## config.mk

```make
export PLATFORM = sky130hd
export DESIGN_NAME = sr_protect_unit
export DESIGN_NICKNAME = d
export VERILOG_FILES = /design/src/rtl/sr_pkg.sv /design/src/rtl/sr_wen_latch.sv /design/src/rtl/sr_nv_bits.sv /design/src/rtl/sr_prot_decode.sv /design/src/rtl/sr_protect_unit.sv
export SDC_FILE = /design/constraint.sdc
export NUM_CORES = 1
export LEC_CHECK = 0
export ABC_AREA = 1
export BUFFER_PORTS_ARGS = -buffer_cell sky130_fd_sc_hd__buf_2
export CAP_MARGIN = 20
export CORE_AREA = 2 2 39 41
export DETAILED_ROUTE_END_ITERATION = 10
export DIE_AREA = 0 0 41 43
export GPL_TIMING_DRIVEN = 1
export PLACE_DENSITY = 0.62
export REMOVE_ABC_BUFFERS = 1
export SLEW_MARGIN = 20
export SYNTH_ARGS = -nofsm -noshare
export SYNTH_HDL_FRONTEND = slang
export SYNTH_HIERARCHICAL = 1
export SYNTH_SLANG_ARGS = --single-unit
```

## constraint.sdc

```tcl
create_clock -name clk -period 3 [get_ports clk]
set_clock_uncertainty 0.15 [all_clocks]
set_input_delay 0.15 -clock clk [delete_from_list [all_inputs] [get_ports clk]]
set_output_delay 0.15 -clock clk [all_outputs]
set_load 0.02 [all_outputs]
```

## src/rtl/sr_pkg.sv

```systemverilog
package sr_pkg;
  localparam int SR_W       = 8;
  localparam int NV_W       = 3;
  localparam int BIT_LOCK   = 7;
  localparam int BIT_LVL_HI = 3;
  localparam int BIT_LVL_LO = 2;
  localparam int BIT_EN     = 1;
  localparam int BIT_RDY    = 0;

  typedef enum logic [1:0] {
    LVL_NONE    = 2'b00,
    LVL_QUARTER = 2'b01,
    LVL_HALF    = 2'b10,
    LVL_ALL     = 2'b11
  } prot_level_t;

  typedef struct packed {
    logic        lock;
    prot_level_t level;
  } nv_bits_t;
endpackage

```

## src/rtl/sr_wen_latch.sv

```systemverilog
module sr_wen_latch (
  input  logic clk,
  input  logic rst_n,
  input  logic pwr_cycle,
  input  logic wr_end,
  input  logic busy,
  input  logic wren,
  input  logic wrdi,
  output logic wen
);
  logic wen_q;
  logic wen_d;

  // priority: power cycle, end of write, then enable pulses when idle
  always_comb begin
    wen_d = wen_q;
    if (pwr_cycle)      wen_d = 1'b0;
    else if (wr_end)    wen_d = 1'b0;
    else if (!busy) begin
      if (wrdi)         wen_d = 1'b0;
      else if (wren)    wen_d = 1'b1;
    end
  end

  always_ff @(posedge clk or negedge rst_n) begin
    if (!rst_n) wen_q <= 1'b0;
    else        wen_q <= wen_d;
  end

  assign wen = wen_q;
endmodule

```

## src/rtl/sr_nv_bits.sv

```systemverilog
module sr_nv_bits #(
  parameter int NV_W = 3
) (
  input  logic            clk,
  input  logic            rst_n,
  input  logic            load_en,
  input  logic [NV_W-1:0] load_val,
  output logic [NV_W-1:0] q
);
  genvar gi;
  generate
    for (gi = 0; gi < NV_W; gi++) begin : g_cell
      logic cell_q;
      logic cell_d;

      always_comb begin
        cell_d = cell_q;
        if (load_en) cell_d = load_val[gi];
      end

      always_ff @(posedge clk or negedge rst_n) begin
        if (!rst_n) cell_q <= 1'b0;
        else        cell_q <= cell_d;
      end

      assign q[gi] = cell_q;
    end
  endgenerate
endmodule

```

## src/rtl/sr_prot_decode.sv

```systemverilog
module sr_prot_decode
  import sr_pkg::*;
#(
  parameter int ADDR_W = 9
) (
  input  prot_level_t       level,
  input  logic [ADDR_W-1:0] addr,
  output logic              prot
);
  localparam int SEG_W = 2;
  logic [SEG_W-1:0] seg;

  assign seg = addr[ADDR_W-1 -: SEG_W];

  always_comb begin
    unique case (level)
      LVL_NONE:    prot = 1'b0;
      LVL_QUARTER: prot = (seg == 2'b11);
      LVL_HALF:    prot = seg[1];
      default:     prot = 1'b1;
    endcase
  end
endmodule

```

## src/rtl/sr_protect_unit.sv

```systemverilog
module sr_protect_unit
  import sr_pkg::*;
#(
  parameter int ADDR_W = 9
) (
  input  logic              clk,
  input  logic              rst_n,
  input  logic              pwr_cycle,
  input  logic              wren,
  input  logic              wrdi,
  input  logic              wr_end,
  input  logic              busy,
  input  logic              wp_n,
  input  logic              wrsr_commit,
  input  logic [SR_W-1:0]   wrsr_data,
  input  logic [ADDR_W-1:0] chk_addr,
  output logic [SR_W-1:0]   rdsr_byte,
  output logic              sr_write_ok,
  output logic              arr_write_ok,
  output logic              wen
);
  logic [NV_W-1:0] nv_q;
  logic [NV_W-1:0] nv_load;
  nv_bits_t        nv;
  logic            commit_en;
  logic            pin_lock;
  logic            addr_prot;

  sr_wen_latch u_wen (
    .clk       (clk),
    .rst_n     (rst_n),
    .pwr_cycle (pwr_cycle),
    .wr_end    (wr_end),
    .busy      (busy),
    .wren      (wren),
    .wrdi      (wrdi),
    .wen       (wen)
  );

  assign nv_load = {wrsr_data[BIT_LOCK], wrsr_data[BIT_LVL_HI], wrsr_data[BIT_LVL_LO]};

  sr_nv_bits #(.NV_W(NV_W)) u_nv (
    .clk      (clk),
    .rst_n    (rst_n),
    .load_en  (commit_en),
    .load_val (nv_load),
    .q        (nv_q)
  );

  assign nv = nv_bits_t'(nv_q);

  sr_prot_decode #(.ADDR_W(ADDR_W)) u_dec (
    .level (nv.level),
    .addr  (chk_addr),
    .prot  (addr_prot)
  );

  assign pin_lock     = nv.lock & ~wp_n;
  assign sr_write_ok  = wen & ~busy & ~pin_lock;
  assign arr_write_ok = wen & ~busy & ~addr_prot;
  assign commit_en    = wrsr_commit & sr_write_ok & ~pwr_cycle;

  always_comb begin
    rdsr_byte = '0;
    if (busy) begin
      rdsr_byte = '1;
    end else begin
      rdsr_byte[BIT_LOCK]   = nv.lock;
      rdsr_byte[BIT_LVL_HI] = nv.level[1];
      rdsr_byte[BIT_LVL_LO] = nv.level[0];
      rdsr_byte[BIT_EN]     = wen;
      rdsr_byte[BIT_RDY]    = 1'b0;
    end
  end
endmodule

```

==> results.sh, run 1 <==
export IMPL_status="finished clean"
export IMPL_die_y_um=43
export IMPL_die_area_mm2=0.001763
export IMPL_slew_headroom_pct=86.70
export IMPL_avgSynthCellArea_um2=6.683
export IMPL_postCtsSetupRepairBufs=0
export IMPL_cp_buffers_inverters=1
export IMPL_crit_path_top_delay_cell="dfrtp_1"
export IMPL_grt_overflow=0
export IMPL_post_route_util_pct=32.10
export IMPL_row_count=14
export IMPL_drt_iter0_markers=1
export IMPL_io_pin_count=37
export IMPL_pre_cts_ws_ns=1.782
export IMPL_clk_pin_slew_ns=0.04
export IMPL_fmax_mhz=690.7
export IMPL_worstHoldPathType="in -> reg"
export IMPL_antenna_found_initial=0
export IMPL_wl_per_cell_um=7.298
export IMPL_ys_seq_area_share_pct=34.04
export IMPL_antenna_left=0
export IMPL_hold_path_cell_count=4
export IMPL_crit_cells=4
export IMPL_holdWs_ns=0.006585
export IMPL_drt_first_pass_iters=2
export IMPL_end_kind="primary output"
export IMPL_core_area_mm2=0.001384
export IMPL_fin_crit_ns=1.448
export IMPL_crit_fanout=4
export IMPL_gr_usage_all_layers_pct=7.871
export IMPL_fin_tns_setup_ns=0
export IMPL_reg2reg_slack_ns=1.81
export IMPL_port_buffers=24
export IMPL_reg2reg_from="u_wen/wen"
export IMPL_path_class="reg -> out"
export IMPL_tightest_slew_ns=0.1994
export IMPL_crit_family="flip-flops"
export IMPL_clock_latency_ns=0.23
export IMPL_clock_sinks=4
export IMPL_cts_hold_buf=4
export IMPL_synthDistinctLibCells=12
export IMPL_cts_resized=0
export IMPL_final_cell_mix="24 x buf_2, 15 x nand2_1, 5 x inv_1"
export IMPL_yosysWarningCount=6
export IMPL_p_per_area_mw_per_mm2=400.4
export IMPL_vias_per_cell=3.810
export IMPL_startpoint_type="register"
export IMPL_ys_ff_latch=4
export IMPL_cts_root_buf="clkbuf_4"
export IMPL_gp_congestion=0.5925
export IMPL_crit_required_ns=2.70
export IMPL_final_common_cell="buf_2"
export IMPL_reg2regPathDepth=7
export IMPL_drc=0
export IMPL_cp_arrival_ns=1.15
export IMPL_crit_chain="o21ai_1, nand2_1, nor3_1, buf_2"
export IMPL_worst_slack_ns=1.552
export IMPL_clock_path_buffers=2
export IMPL_via_count=320
export IMPL_wl_um=613
export IMPL_final_setup_viol_count=0
export IMPL_final_nets=96
export IMPL_finalPower_w=0.0001778
export IMPL_grt_pass1_wl_um=890
export IMPL_fin_crit_sh_pct=48.26
export IMPL_rsz0062_at_grt="no"
export IMPL_syn_area_um2=294.0
export IMPL_syn2layout_area_growth_pct=51.06
export IMPL_grt_pass1_vias=247
export IMPL_h_tree_depth=1
export IMPL_n_fill_cell=166
export IMPL_crit_path_start="u_nv/g_cell[0].cell_q"
export IMPL_grt_max_degree=12
export IMPL_fp_dieW_um=41
export IMPL_timing_rr_end="u_nv/g_cell[0].cell_q"
export IMPL_layout_drive_gt1_share_pct=42.65
export IMPL_cts_buffers=3
export IMPL_slowest_delay_ns=0.39
export IMPL_slew_viol_final=0
export IMPL_p_leak_nw=0.2696
export IMPL_finalHoldViolCount=0
export IMPL_cts_tree="done"
export IMPL_diodes=0
export IMPL_start_util_pct=21.25
export IMPL_maxCapViolCount=0
export IMPL_postSynthCellCount=44
export IMPL_crit_path_end="arr_write_ok"
export IMPL_irDropWorstVdd_uv=122.1
export IMPL_place_detailed_hpwl_um=518.3
[registers in the layout (all words and copies together) (netlist names)]
name	flops
u_wen/wen	1
u_nv/g_cell.cell_q	3
[where the power goes]
group          switching [W]  internal (W)  leakage [nW]  total [W]
logic              0.0000262     0.0000224         0.202  0.0000486
registers         0.00000497     0.0000607        0.0536  0.0000657
clock network      0.0000191     0.0000445        0.0138  0.0000636
total              0.0000502      0.000128         0.270   0.000178
[cells by family after synthesis]
kind of cell | count (synthesis) | share of synthesized area [%]
AO/OA/AOI/OAI | 2 | 3.401
buffers and inverters | 13 | 25.53
flip-flops | 4 | 34.04
AND/OR/NAND/NOR | 25 | 37.02
[cell usage after synthesis]
cell | n | area [um2]
nand3_1 | 1 | 5.000
inv_2 | 1 | 3.750
nor2_2 | 1 | 6.260
o21ai_1 | 1 | 5.000
nor3_1 | 1 | 5.000
a21oi_1 | 1 | 5.000
buf_4 | 7 | 52.55
or2_1 | 4 | 25.02
nand2_1 | 15 | 56.30
nor2_1 | 3 | 11.26
inv_1 | 5 | 18.77
dfrtp_1 | 4 | 100.1
[how the worst min path moves through the flow]
stage,from,to,slack (ns)
finish,wr_end,u_wen/wen,0.007
global route,wr_end,u_wen/wen,0.02
CTS,wr_end,u_wen/wen,0.003
detailed placement,rst_n,u_nv/g_cell[2].cell_q,-0.19
global placement,rst_n,u_wen/wen,-0.19
floorplan,rst_n,u_nv/g_cell[0].cell_q,-0.30
[per-stage QoR]
stage	instances	area (um2)
floorplan	37	241.5
global placement	77	381.6
detailed placement	77	381.6
CTS	84	444.2
global route	84	444.2
finish	84	444.2
[layer usage]
metal / GRT usage, % / wire length (um) / up-vias
met3: 3.141 / 75 / 0
met5: 0 / 0 / -
met4: 6.000 / 0 / 0
met1: 8.497 / 252 / 132
li1: - / - / 172
met2: 11.56 / 286 / 16
[worst min-delay path: stages]
cell and delay, ns:
buf_2 0.07, nor2_1 0.03, nand2_1 0.05, nor2_1 0.04
[cell type report]
cell class / instances / area (um2) / area share [%]
Clock buffer: 3 / 22.52 / 5.070
Sequential cell: 4 / 100.1 / 22.54
Inverter: 6 / 22.52 / 5.070
Timing Repair Buffer: 28 / 160.2 / 36.06
Multi-Input combinational cell: 27 / 118.9 / 26.76
Tap cell: 16 / 20.02 / 4.507
Power figures use the tool's default switching activity.
==> run 2: changes to the inputs <==
- clock period: 3 -> 1.42 ns (I/O delays scaled with it)
==> run 2 against run 1 <==
  * Sequential cell count unchanged
  * First-iteration DRC count up 100%
  * Sequential power up 110%
  * Count of clock-buffer cells in the layout unchanged
  * Critical endpoint unchanged
  * Cell count up 6.0%
  * Routed wire length up 12%
  * Die area unchanged
  * Non-clock buffer count up 5
  * Critical path type unchanged
  * Combinational power up 140%
  * Total power up 120%
  * Sequential share of layout area down 2.2 points
  * Setup slack worse by 1.5 ns
==> results.sh, run 2 (same netlist as run 1, synthesis figures left out) <==
export IMPL_status="finished clean"
export IMPL_dpl_cell_count=77
export IMPL_end_kind="primary output"
export IMPL_crit_required_ns=1.20
export IMPL_start_util_pct=21.25
export IMPL_grt_pass1_vias=263
export IMPL_final_cell_mix="24 x buf_2, 15 x nand2_1, 8 x dlygate4sd3_1"
export IMPL_cts_buffers=3
export IMPL_clock_sinks=4
export IMPL_grt_max_degree=12
export IMPL_h_tree_depth=1
export IMPL_p_leak_nw=0.2907
export IMPL_maxCapViolCount=0
export IMPL_place_detailed_hpwl_um=518.3
export IMPL_post_route_util_pct=35.53
export IMPL_slew_headroom_pct=86.67
export IMPL_antenna_found_initial=0
export IMPL_fp_dieW_um=41
export IMPL_fmax_mhz=753.6
export IMPL_startpoint_type="register"
export IMPL_slew_viol_final=0
export IMPL_die_area_mm2=0.001763
export IMPL_rsz0062_at_grt="no"
export IMPL_vias_per_cell=3.764
export IMPL_cts_resized=0
export IMPL_die_y_um=43
export IMPL_via_count=335
export IMPL_port_buffers=24
export IMPL_n_fill_cell=164
export IMPL_path_class="reg -> out"
export IMPL_drt_first_pass_iters=2
export IMPL_cts_root_buf="clkbuf_4"
export IMPL_layout_drive_gt1_share_pct=41.10
export IMPL_tightest_slew_ns=0.1997
export IMPL_clock_latency_ns=0.23
export IMPL_fin_tns_setup_ns=0
export IMPL_drt_iter0_markers=2
export IMPL_io_pin_count=37
export IMPL_irDropWorstVdd_uv=258.1
export IMPL_core_area_mm2=0.001384
export IMPL_crit_fanout=4
export IMPL_wl_per_cell_um=7.719
export IMPL_cp_arrival_ns=1.11
export IMPL_clock_path_buffers=2
export IMPL_drc=0
export IMPL_wl_um=687
export IMPL_clk_pin_slew_ns=0.04
export IMPL_final_common_cell="buf_2"
export IMPL_finalHoldViolCount=0
export IMPL_final_nets=101
export IMPL_cts_tree="done"
export IMPL_fin_crit_sh_pct=93.45
export IMPL_regMostFlops="u_nv/g_cell.cell_q"
export IMPL_holdWs_ns=0.02474
export IMPL_antenna_left=0
export IMPL_fin_crit_ns=1.327
export IMPL_worstHoldPathType="in -> async"
export IMPL_syn2layout_area_growth_pct=67.23
export IMPL_gr_usage_all_layers_pct=8.577
export IMPL_final_setup_viol_count=0
export IMPL_largest_reg_flops=3
export IMPL_grt_overflow=0
export IMPL_grt_pass1_wl_um=972
export IMPL_gp_congestion=0.5925
export IMPL_row_count=14
export IMPL_p_per_area_mw_per_mm2=794.9
export IMPL_final_cells=89
export IMPL_diodes=0
run 2: cell types whose count changed in the layout (fill, tap and decap cells not counted):
| cell | before | now |
|---|---|---|
| buf_4 | 0 | 1 |
| dlygate4sd3_1 | 4 | 8 |
run 2: power by group:
part	total (W)	internal, W	switching (W)
combinational	0.000117	0.0000594	0.0000580
sequential	0.000139	0.000128	0.0000109
clock	0.000134	0.0000941	0.0000403
run 2: final cells by class:
cell class,instances,area (um2),area share (%)
clock buffer,3,22.52,4.580
inverter,6,22.52,4.580
tap,16,20.02,4.071
sequential,4,100.1,20.36
timing repair buffer,33,207.7,42.24
multi-input combinational,27,118.9,24.17
run 2: repair_timing:
action                                  4_1_cts  5_1_grt
hold buffers                                  8        0
setup buffers                                 0        1
endpoints found under the setup margin        0        1
endpoints found under the hold margin         8        0
run 2: path summary, 6_finish.rpt:
path | startpoint | end | slack, ns | depth (start not counted)
setup reg to reg | u_wen/wen | u_nv/g_cell[1].cell_q | 0.23 | 7
hold / removal | rst_n | u_nv/g_cell[2].cell_q | 0.02 | 2
min in group clk | wrsr_commit | u_nv/g_cell[2].cell_q | 0.06 | 5
max in group asynchronous | rst_n | u_nv/g_cell[1].cell_q | 0.98 | 2
setup / recovery | u_nv/g_cell[0].cell_q | arr_write_ok | 0.09 | 4
hold reg to reg | u_nv/g_cell[1].cell_q | u_nv/g_cell[1].cell_q | 0.35 | 2
run 2: per-stage QoR:
step / cell area (um2) / setup slack, ns / total power (W)
finish: 491.7 / 0.09299 / 0.0003909
global route: 491.7 / 0.007337 / 0.0004174
CTS: 484.2 / 0.03100 / 0.0003938
detailed placement: 381.6 / 0.2360 / 0.0002363
global placement: 381.6 / 0.2391 / 0.0002345
floorplan: 241.5 / 0.1535 / 0.0001847
run 2: worst max-delay path, cell delays in order (launching register included):
cell and delay [ns]:
dfrtp_1 0.39, o21ai_1 0.12, nand2_1 0.06, nor3_1 0.12, buf_2 0.19
run 2: metal layers:
layer	up-vias	GRT usage, %	share of wire, %
met1	138	9.150	40
met3	0	3.141	11
met2	16	13.13	49
li1	181	-	-
met5	-	0	0
met4	0	6.000	0
